===== src/rtl/tmr_pkg.sv =====
package tmr_pkg;
    parameter int CNT_W  = 16;
    parameter int MODE_W = 8;
    parameter int EN_BIT = 7;
    parameter int ZR_BIT = 6;

    typedef enum logic [1:0] {
        SEL_CNT  = 2'd0,
        SEL_MODE = 2'd1,
        SEL_CMP  = 2'd2,
        SEL_HOLD = 2'd3
    } reg_sel_e;

    typedef struct packed {
        logic [CNT_W-1:0]  cnt;
        logic [CNT_W-1:0]  cmp;
        logic [CNT_W-1:0]  hold;
        logic [MODE_W-1:0] mode;
        logic              irq;
    } chan_t;
endpackage


===== src/rtl/tmr_channel.sv =====
module tmr_channel
    import tmr_pkg::*;
#(
    parameter bit HAS_HOLD = 1'b1,
    parameter bit ONE_SHOT = 1'b0
) (
    input  logic              clk,
    input  logic              rst_n,
    input  logic              tick_i,
    input  logic              wr_i,
    input  reg_sel_e          sel_i,
    input  logic [CNT_W-1:0]  wdata_i,
    output logic [CNT_W-1:0]  cnt_o,
    output logic [CNT_W-1:0]  cmp_o,
    output logic [CNT_W-1:0]  hold_o,
    output logic [MODE_W-1:0] mode_o,
    output logic              irq_o
);
    chan_t ch_d, ch_q;
    logic [CNT_W-1:0] inc;
    logic             step;
    logic             cnt_wr;
    logic             mode_wr;

    assign cnt_wr  = wr_i && (sel_i == SEL_CNT);
    assign mode_wr = wr_i && (sel_i == SEL_MODE);

    always_comb begin
        ch_d     = ch_q;
        ch_d.irq = 1'b0;
        inc      = ch_q.cnt + CNT_W'(1);
        step     = ch_q.mode[EN_BIT] && tick_i;

        if (step) begin
            ch_d.cnt = inc;
            if (inc == ch_q.cmp) begin
                ch_d.irq = 1'b1;
                if (ch_q.mode[ZR_BIT]) ch_d.cnt = '0;
                if (ONE_SHOT)          ch_d.mode[EN_BIT] = 1'b0;
            end
        end

        if (wr_i) begin
            unique case (sel_i)
                SEL_CNT: begin
                    ch_d.cnt = wdata_i;
                    ch_d.irq = 1'b0;
                end
                SEL_MODE: ch_d.mode = wdata_i[MODE_W-1:0];
                SEL_CMP:  ch_d.cmp  = wdata_i;
                SEL_HOLD: if (HAS_HOLD) ch_d.hold = wdata_i;
                default: ;
            endcase
        end
    end

    always_ff @(posedge clk or negedge rst_n) begin
        if (!rst_n) ch_q <= '0;
        else        ch_q <= ch_d;
    end

    assign cnt_o  = ch_q.cnt;
    assign cmp_o  = ch_q.cmp;
    assign hold_o = ch_q.hold;
    assign mode_o = ch_q.mode;
    assign irq_o  = ch_q.irq;

    // an enabled tick without a match or count write adds exactly one
    a_r2_step: assert property (@(posedge clk) disable iff (!rst_n)
        (ch_q.mode[EN_BIT] && tick_i && !cnt_wr && (inc != ch_q.cmp))
        |=> (ch_q.cnt == $past(ch_q.cnt) + CNT_W'(1)));

    // disabled timer holds its count unless software writes it
    a_r2_hold_still: assert property (@(posedge clk) disable iff (!rst_n)
        (!ch_q.mode[EN_BIT] && !cnt_wr) |=> (ch_q.cnt == $past(ch_q.cnt)));

    // a request is only ever produced by a ticking edge
    a_r3_irq_from_tick: assert property (@(posedge clk) disable iff (!rst_n)
        ch_q.irq |-> $past(tick_i));

    // with zero-return the count sits at zero after a request
    a_r4_zero_return: assert property (@(posedge clk) disable iff (!rst_n)
        (ch_q.irq && $past(ch_q.mode[ZR_BIT])) |-> (ch_q.cnt == '0));

    // without zero-return the count equals the old compare value
    a_r5_run_on: assert property (@(posedge clk) disable iff (!rst_n)
        (ch_q.irq && !$past(ch_q.mode[ZR_BIT])) |-> (ch_q.cnt == $past(ch_q.cmp)));

    // a count write lands as written and fires nothing
    a_r8_sw_write: assert property (@(posedge clk) disable iff (!rst_n)
        cnt_wr |=> (ch_q.cnt == $past(wdata_i)) && !ch_q.irq);

    generate
        if (ONE_SHOT) begin : g_oneshot_chk
            // one-shot timers are disarmed by their match
            a_r6_disarm: assert property (@(posedge clk) disable iff (!rst_n)
                (ch_q.irq && !$past(mode_wr)) |-> !ch_q.mode[EN_BIT]);
        end else begin : g_free_chk
            // the free-running timer stays armed after its match
            a_r6_rearm: assert property (@(posedge clk) disable iff (!rst_n)
                (ch_q.irq && !$past(mode_wr)) |-> ch_q.mode[EN_BIT]);
        end
    endgenerate
endmodule


===== src/rtl/tmr_rdmux.sv =====
module tmr_rdmux
    import tmr_pkg::*;
#(
    parameter int N_TMR = 4,
    localparam int IDX_W = (N_TMR > 1) ? $clog2(N_TMR) : 1
) (
    input  logic [IDX_W-1:0]  idx_i,
    input  reg_sel_e          sel_i,
    input  logic [CNT_W-1:0]  cnt_i  [N_TMR],
    input  logic [CNT_W-1:0]  cmp_i  [N_TMR],
    input  logic [CNT_W-1:0]  hold_i [N_TMR],
    input  logic [MODE_W-1:0] mode_i [N_TMR],
    output logic [CNT_W-1:0]  rdata_o
);
    always_comb begin
        rdata_o = '0;
        if (int'(idx_i) < N_TMR) begin
            unique case (sel_i)
                SEL_CNT:  rdata_o = cnt_i[idx_i];
                SEL_MODE: rdata_o = {{(CNT_W-MODE_W){1'b0}}, mode_i[idx_i]};
                SEL_CMP:  rdata_o = cmp_i[idx_i];
                SEL_HOLD: rdata_o = hold_i[idx_i];
                default:  rdata_o = '0;
            endcase
        end
    end
endmodule


===== src/rtl/tmr_bank.sv =====
module tmr_bank
    import tmr_pkg::*;
#(
    parameter int N_TMR  = 4,
    parameter int N_HOLD = 2,
    parameter int ADDR_W = 8,
    localparam int IDX_W   = (N_TMR > 1) ? $clog2(N_TMR) : 1,
    localparam int SEL_LSB = 4,
    localparam int IDX_LSB = SEL_LSB + 2
) (
    input  logic              clk,
    input  logic              rst_n,
    input  logic              tick,
    input  logic              reg_wr,
    input  logic [ADDR_W-1:0] reg_addr,
    input  logic [CNT_W-1:0]  reg_wdata,
    output logic [CNT_W-1:0]  reg_rdata,
    output logic [N_TMR-1:0]  irq
);
    logic [IDX_W-1:0]  idx;
    reg_sel_e          sel;
    logic [CNT_W-1:0]  cnt_a  [N_TMR];
    logic [CNT_W-1:0]  cmp_a  [N_TMR];
    logic [CNT_W-1:0]  hold_a [N_TMR];
    logic [MODE_W-1:0] mode_a [N_TMR];

    assign idx = reg_addr[IDX_LSB +: IDX_W];
    assign sel = reg_sel_e'(reg_addr[SEL_LSB +: 2]);

    generate
        for (genvar i = 0; i < N_TMR; i++) begin : g_tmr
            tmr_channel #(
                .HAS_HOLD (i < N_HOLD),
                .ONE_SHOT (i != 0)
            ) u_chan (
                .clk     (clk),
                .rst_n   (rst_n),
                .tick_i  (tick),
                .wr_i    (reg_wr && (int'(idx) == i)),
                .sel_i   (sel),
                .wdata_i (reg_wdata),
                .cnt_o   (cnt_a[i]),
                .cmp_o   (cmp_a[i]),
                .hold_o  (hold_a[i]),
                .mode_o  (mode_a[i]),
                .irq_o   (irq[i])
            );
        end
    endgenerate

    tmr_rdmux #(.N_TMR(N_TMR)) u_rdmux (
        .idx_i   (idx),
        .sel_i   (sel),
        .cnt_i   (cnt_a),
        .cmp_i   (cmp_a),
        .hold_i  (hold_a),
        .mode_i  (mode_a),
        .rdata_o (reg_rdata)
    );

    // hold address of a timer without hold storage always reads zero
    a_r7_hold_zero: assert property (@(posedge clk) disable iff (!rst_n)
        ((sel == SEL_HOLD) && (int'(idx) >= N_HOLD)) |-> (reg_rdata == '0));

    // mode reads never carry bits above the stored mode width
    a_r9_mode_width: assert property (@(posedge clk) disable iff (!rst_n)
        (sel == SEL_MODE) |-> (reg_rdata[CNT_W-1:MODE_W] == '0));
endmodule


===== config.mk =====
export PLATFORM = sky130hd
export DESIGN_NAME = tmr_bank
export DESIGN_NICKNAME = d
export VERILOG_FILES = /design/src/rtl/tmr_pkg.sv /design/src/rtl/tmr_channel.sv /design/src/rtl/tmr_rdmux.sv /design/src/rtl/tmr_bank.sv
export SDC_FILE = /design/constraint.sdc
export NUM_CORES = 1
export LEC_CHECK = 0
export CORE_ASPECT_RATIO = 0.6
export CORE_MARGIN = 5
export CORE_UTILIZATION = 35
export CTS_CLUSTER_SIZE = 12
export DETAILED_ROUTE_END_ITERATION = 12
export DONT_BUFFER_PORTS = 1
export HOLD_SLACK_MARGIN = 0.08
export PLACE_DENSITY = 0.51
export SYNTH_ARGS = -nofsm -noshare
export SYNTH_HDL_FRONTEND = slang
export SYNTH_SLANG_ARGS = --single-unit

===== constraint.sdc =====
create_clock -name clk -period 8.8 [get_ports clk]
set_input_delay 0.88 -clock clk [delete_from_list [all_inputs] [get_ports clk]]
set_output_delay 0.88 -clock clk [all_outputs]
set_load 0.1 [all_outputs]

==> key figures <==
Worst hold path
  • Class of the tightest hold or removal check: input pin to async pin

Detailed routing
  • DRC errors left: 0
  • Routed wire per std cell: 24.1 um
  • DRT iter0 DRCs: 946
  • Post-Route WL: 40.9 mm
  • Number of iterations in the first detailed-routing pass: 5
  • Overall via count from detail_route: 10100
  • DR vias/cell: 5.95
  • Antenna viol nets, final: 0

Synth
  • Synthesized instance count: 1291
  • Largest area contributor in the netlist: sky130_fd_sc_hd__dfrtp_1
  • Asr flop ratio synth: 100%
  • Count of distinct cell types in the synthesized netlist: 71
  • Synth warn: 0
  • Cell area after technology mapping: 0.0127 sq mm
  • Mean cell area of the mapped netlist: 9.83 sq um
  • Net count after synthesis: 1323
  • Register bit total from synthesis: 196
  • Largest cells by area after synthesis: sky130_fd_sc_hd__dfrtp_1 39%, sky130_fd_sc_hd__mux2_2 11%, sky130_fd_sc_hd__mux4_2 7.1%
  • Post-synth top area share: 38.7%
  • Primary FF master, synth: sky130_fd_sc_hd__dfrtp_1
  • Number of flops mapped to enable cells by yosys: 0
  • Sequential share of the synthesized area: 38.7%

Job
  • Number of violations of the max-capacitance limit: 0

Floorplan
  • Total core area: 0.0361 sq mm
  • Number of placed I/O pins: 48
  • Starting density of the core: 35.2%
  • Chip Height: 157 um
  • Die boundary width: 256 um
  • Die Area: 0.0403 sq mm
  • # rows: 54

GRT
  • Total routing resource utilization after global routing: 20.3%
  • Number of antenna violations at the first check in global routing: 0
  • Vias in the first global route: 9428
  • Residual overflow from global routing: 0
  • Largest net degree at the start of global routing: 197
  • Global-route wire length before repair: 62.4 mm

Pwr
  • Proportion of power drawn by combinational gates: 36.6%
  • VDD IR-drop max: 0.000150 V
  • Total net switching power: 1.44 mW
  • Cell-internal power: 2.07 mW
  • Sequential share of power: 40.2%
  • Clk network pwr share: 23.2%
  • Net switching share of the total power: 41.0%
  • Leakage power of the design: 5.21 nW
  • Cell area power density: 259 mW/mm^2

Finish
  • Count of inserted antenna diode cells: 0
  • Area of all placed cells without fillers: 0.0136 sq mm
  • Fill cells: 3665
  • Share of post-route cells with drive strength above 1: 20.9%
  • Area taken by multi-input logic gates: 0.00730 sq mm
  • Register cell area after layout: 0.00490 sq mm
  • Final Net Count: 1236
  • Most common library cell in the layout ignoring fill and taps: sky130_fd_sc_hd__dfrtp_1
  • Highest-count cells in the layout ignoring fill and taps: 196 x sky130_fd_sc_hd__dfrtp_1, 126 x sky130_fd_sc_hd__mux2_2, 80 x sky130_fd_sc_hd__a21oi_1
  • Layout-stage area growth over the synthesis result: 6.87%

Timing
  • Endpoints failing setup: 0
  • Worst slew margin relative to its limit: 19.4%
  • Transition time at the pin with the least slew margin: 1210 ps
  • Hold Violations, Final: 0
  • Layout Skew: 11.0 ps
  • Achievable frequency: 0.249 GHz
  • Sum of negative setup slack: 0 ps
  • Final slew viol count: 0
  • Post-layout minimum cycle time: 4010 ps
  • Unrepaired setup endpoints after global routing: no
  • Fin crit share: 45.6%

Run status
  • Run status: complete, no violations

CTS
  • Maximum root-to-sink buffer count: 2
  • Post-cts resize count: 0
  • Clock tree from TritonCTS: yes
  • Root buffer cell: sky130_fd_sc_hd__clkbuf_16
  • Reg clk slew, reported paths: 80 ps
  • Clock latency of the later-clocked register in the worst-skew pair: 460 ps
  • Number of H-tree levels: 4
  • Number of sinks on the clock net: 196
  • Post-CTS Hold Buffers: 0
  • Number of buffers added by the clock tree synthesis step: 17
  • Setup Fix Bufs, Post-CTS: 0

Place
  • Buffers added on ports: 0
  • Placed Instance Area: 0.0130 sq mm
  • Detailed placement HPWL: 29.9 mm
  • Routability cong.: 0.909

Worst setup path
  • Data arrival time at the worst-slack endpoint: 4370 ps
  • Worst setup slack for register-to-register paths: 4790 ps
  • Critical path class: flop to flop
  • Data required time at the worst endpoint: 9150 ps
  • Launching instance or port of the critical path: g_tmr[2].u_chan.cnt_o[0]$_DFF_PN0_
  • Cell type of the slowest stage on the worst timing path: sky130_fd_sc_hd__nor4_1
  • Biggest cell delay along the critical path: 690 ps
  • Buf+Inv Stages, Crit Path: 0
  • Critical-path cell list: ha_1, nand3_1, nor4_1, xnor2_1, nor4_1, nand3_1, nor2_1, o21ai_0, o21a_1
  • Critical Path Sink Type: flop
  • Capture instance of the worst register-to-register path: g_tmr[2].u_chan.cnt_o[3]$_DFF_PN0_
  • Critical Path Source Type: flop
  • Depth of the worst register-to-register path: 9
  • Worst R2R Start: g_tmr[2].u_chan.cnt_o[0]$_DFF_PN0_
  • Critical path fanouts, max: 8
  • Top cell family by delay on the critical path: simple AND/OR/NAND/NOR gates
cell usage after synthesis, drive strengths merged (11+ instances only):
master	number
nand3	55
mux2	126
o21a	17
buf	36
o22ai	19
o21ai	63
or3	18
mux2i	36
and3	18
nor3	40
dfrtp	196
a31oi	16
or2	11
xnor2	49
clkbuf	83
xor2	33
nand2b	11
nand2	79
a21oi	80
nor2	78
inv	21
nor4	22
mux4	40
nand4	29
worst register-to-register path: cells and delay by family, from the launching register on:
family	cells	cell delay (ps)
simple gates	5	2480
flops	1	490
fa+ha+maj	1	320
xor+xnor	1	270
compound gates	2	360
flip-flops by register name (all words and copies together) (netlist names):
register and flops:
g_tmr.u_chan.cnt_o 64, g_tmr.u_chan.mode_o 32, g_tmr.u_chan.irq_o 4, g_tmr.u_chan.hold_o 32, g_tmr.u_chan.cmp_o 64
power groups by stage:
stage               Clock, mW  Sequential, mW  Combinational, mW
global route            0.865            1.45               1.39
detailed placement          0            1.43               1.25
floorplan                   0            1.24               1.12
finish                  0.812            1.41               1.28
global placement            0            1.42               1.24
CTS                     0.833            1.41               1.26
worst max-delay path by stage:
stage	to	slack, ps	depth (start not counted)
after floorplan	reg_rdata[2]	3750	5
after CTS	g_tmr[3].u_chan.cnt_o[7]$_DFF_PN0_	4960	9
after global placement	g_tmr[1].u_chan.cnt_o[10]$_DFF_PN0_	4950	9
final	g_tmr[2].u_chan.cnt_o[3]$_DFF_PN0_	4790	9
after detailed placement	g_tmr[3].u_chan.cnt_o[11]$_DFF_PN0_	4980	9
after global routing	g_tmr[2].u_chan.cnt_o[8]$_DFF_PN0_	4530	9
final cells by class:
class / count / share of cell area (%)
Inverter: 21 / 0.581
Multi-Input combinational cell: 955 / 53.8
Sequential cell: 196 / 36.2
Tap cell: 476 / 4.39
Clock inverter: 15 / 1.18
Clock buffer: 17 / 3.14
Timing Repair Buffer: 13 / 0.720
cells by family (layout without fill, tap and decap cells):
logic type / after synthesis / after routing / synth area share, %
AO/OA/AOI/OAI: 256 / 256 / 12.7
XOR/XNOR: 82 / 82 / 5.66
adder cells (fa/ha/maj): 4 / 4 / 0.394
buffers and inverters: 140 / 66 / 4.52
flip-flops: 196 / 196 / 38.7
multiplexers: 202 / 202 / 21.1
AND/OR/NAND/NOR: 411 / 411 / 17.0
metrics by stage:
step,total power [mW],util [%],setup slack (ps),hold WS [ps],cells
2_1_floorplan,2.37,-,3750,475,1291
3_3_place_gp,2.66,36.0,4950,484,1661
3_5_place_dp,2.68,36.0,4980,491,1661
4_1_cts,3.50,37.6,4960,86.6,1693
5_1_grt,3.70,37.6,4530,91.9,1693
6_report,3.51,37.6,4790,111,1693
routing by layer:
metal	share of wire (%)	routed length [um]	global-route usage (%)
met1	50	20600	31.6
met2	40	16400	28.0
met5	0	0	0
met4	1.2	501	4.39
met3	8.3	3380	5.42
No activity file was read; power rests on OpenSTA's default activity.
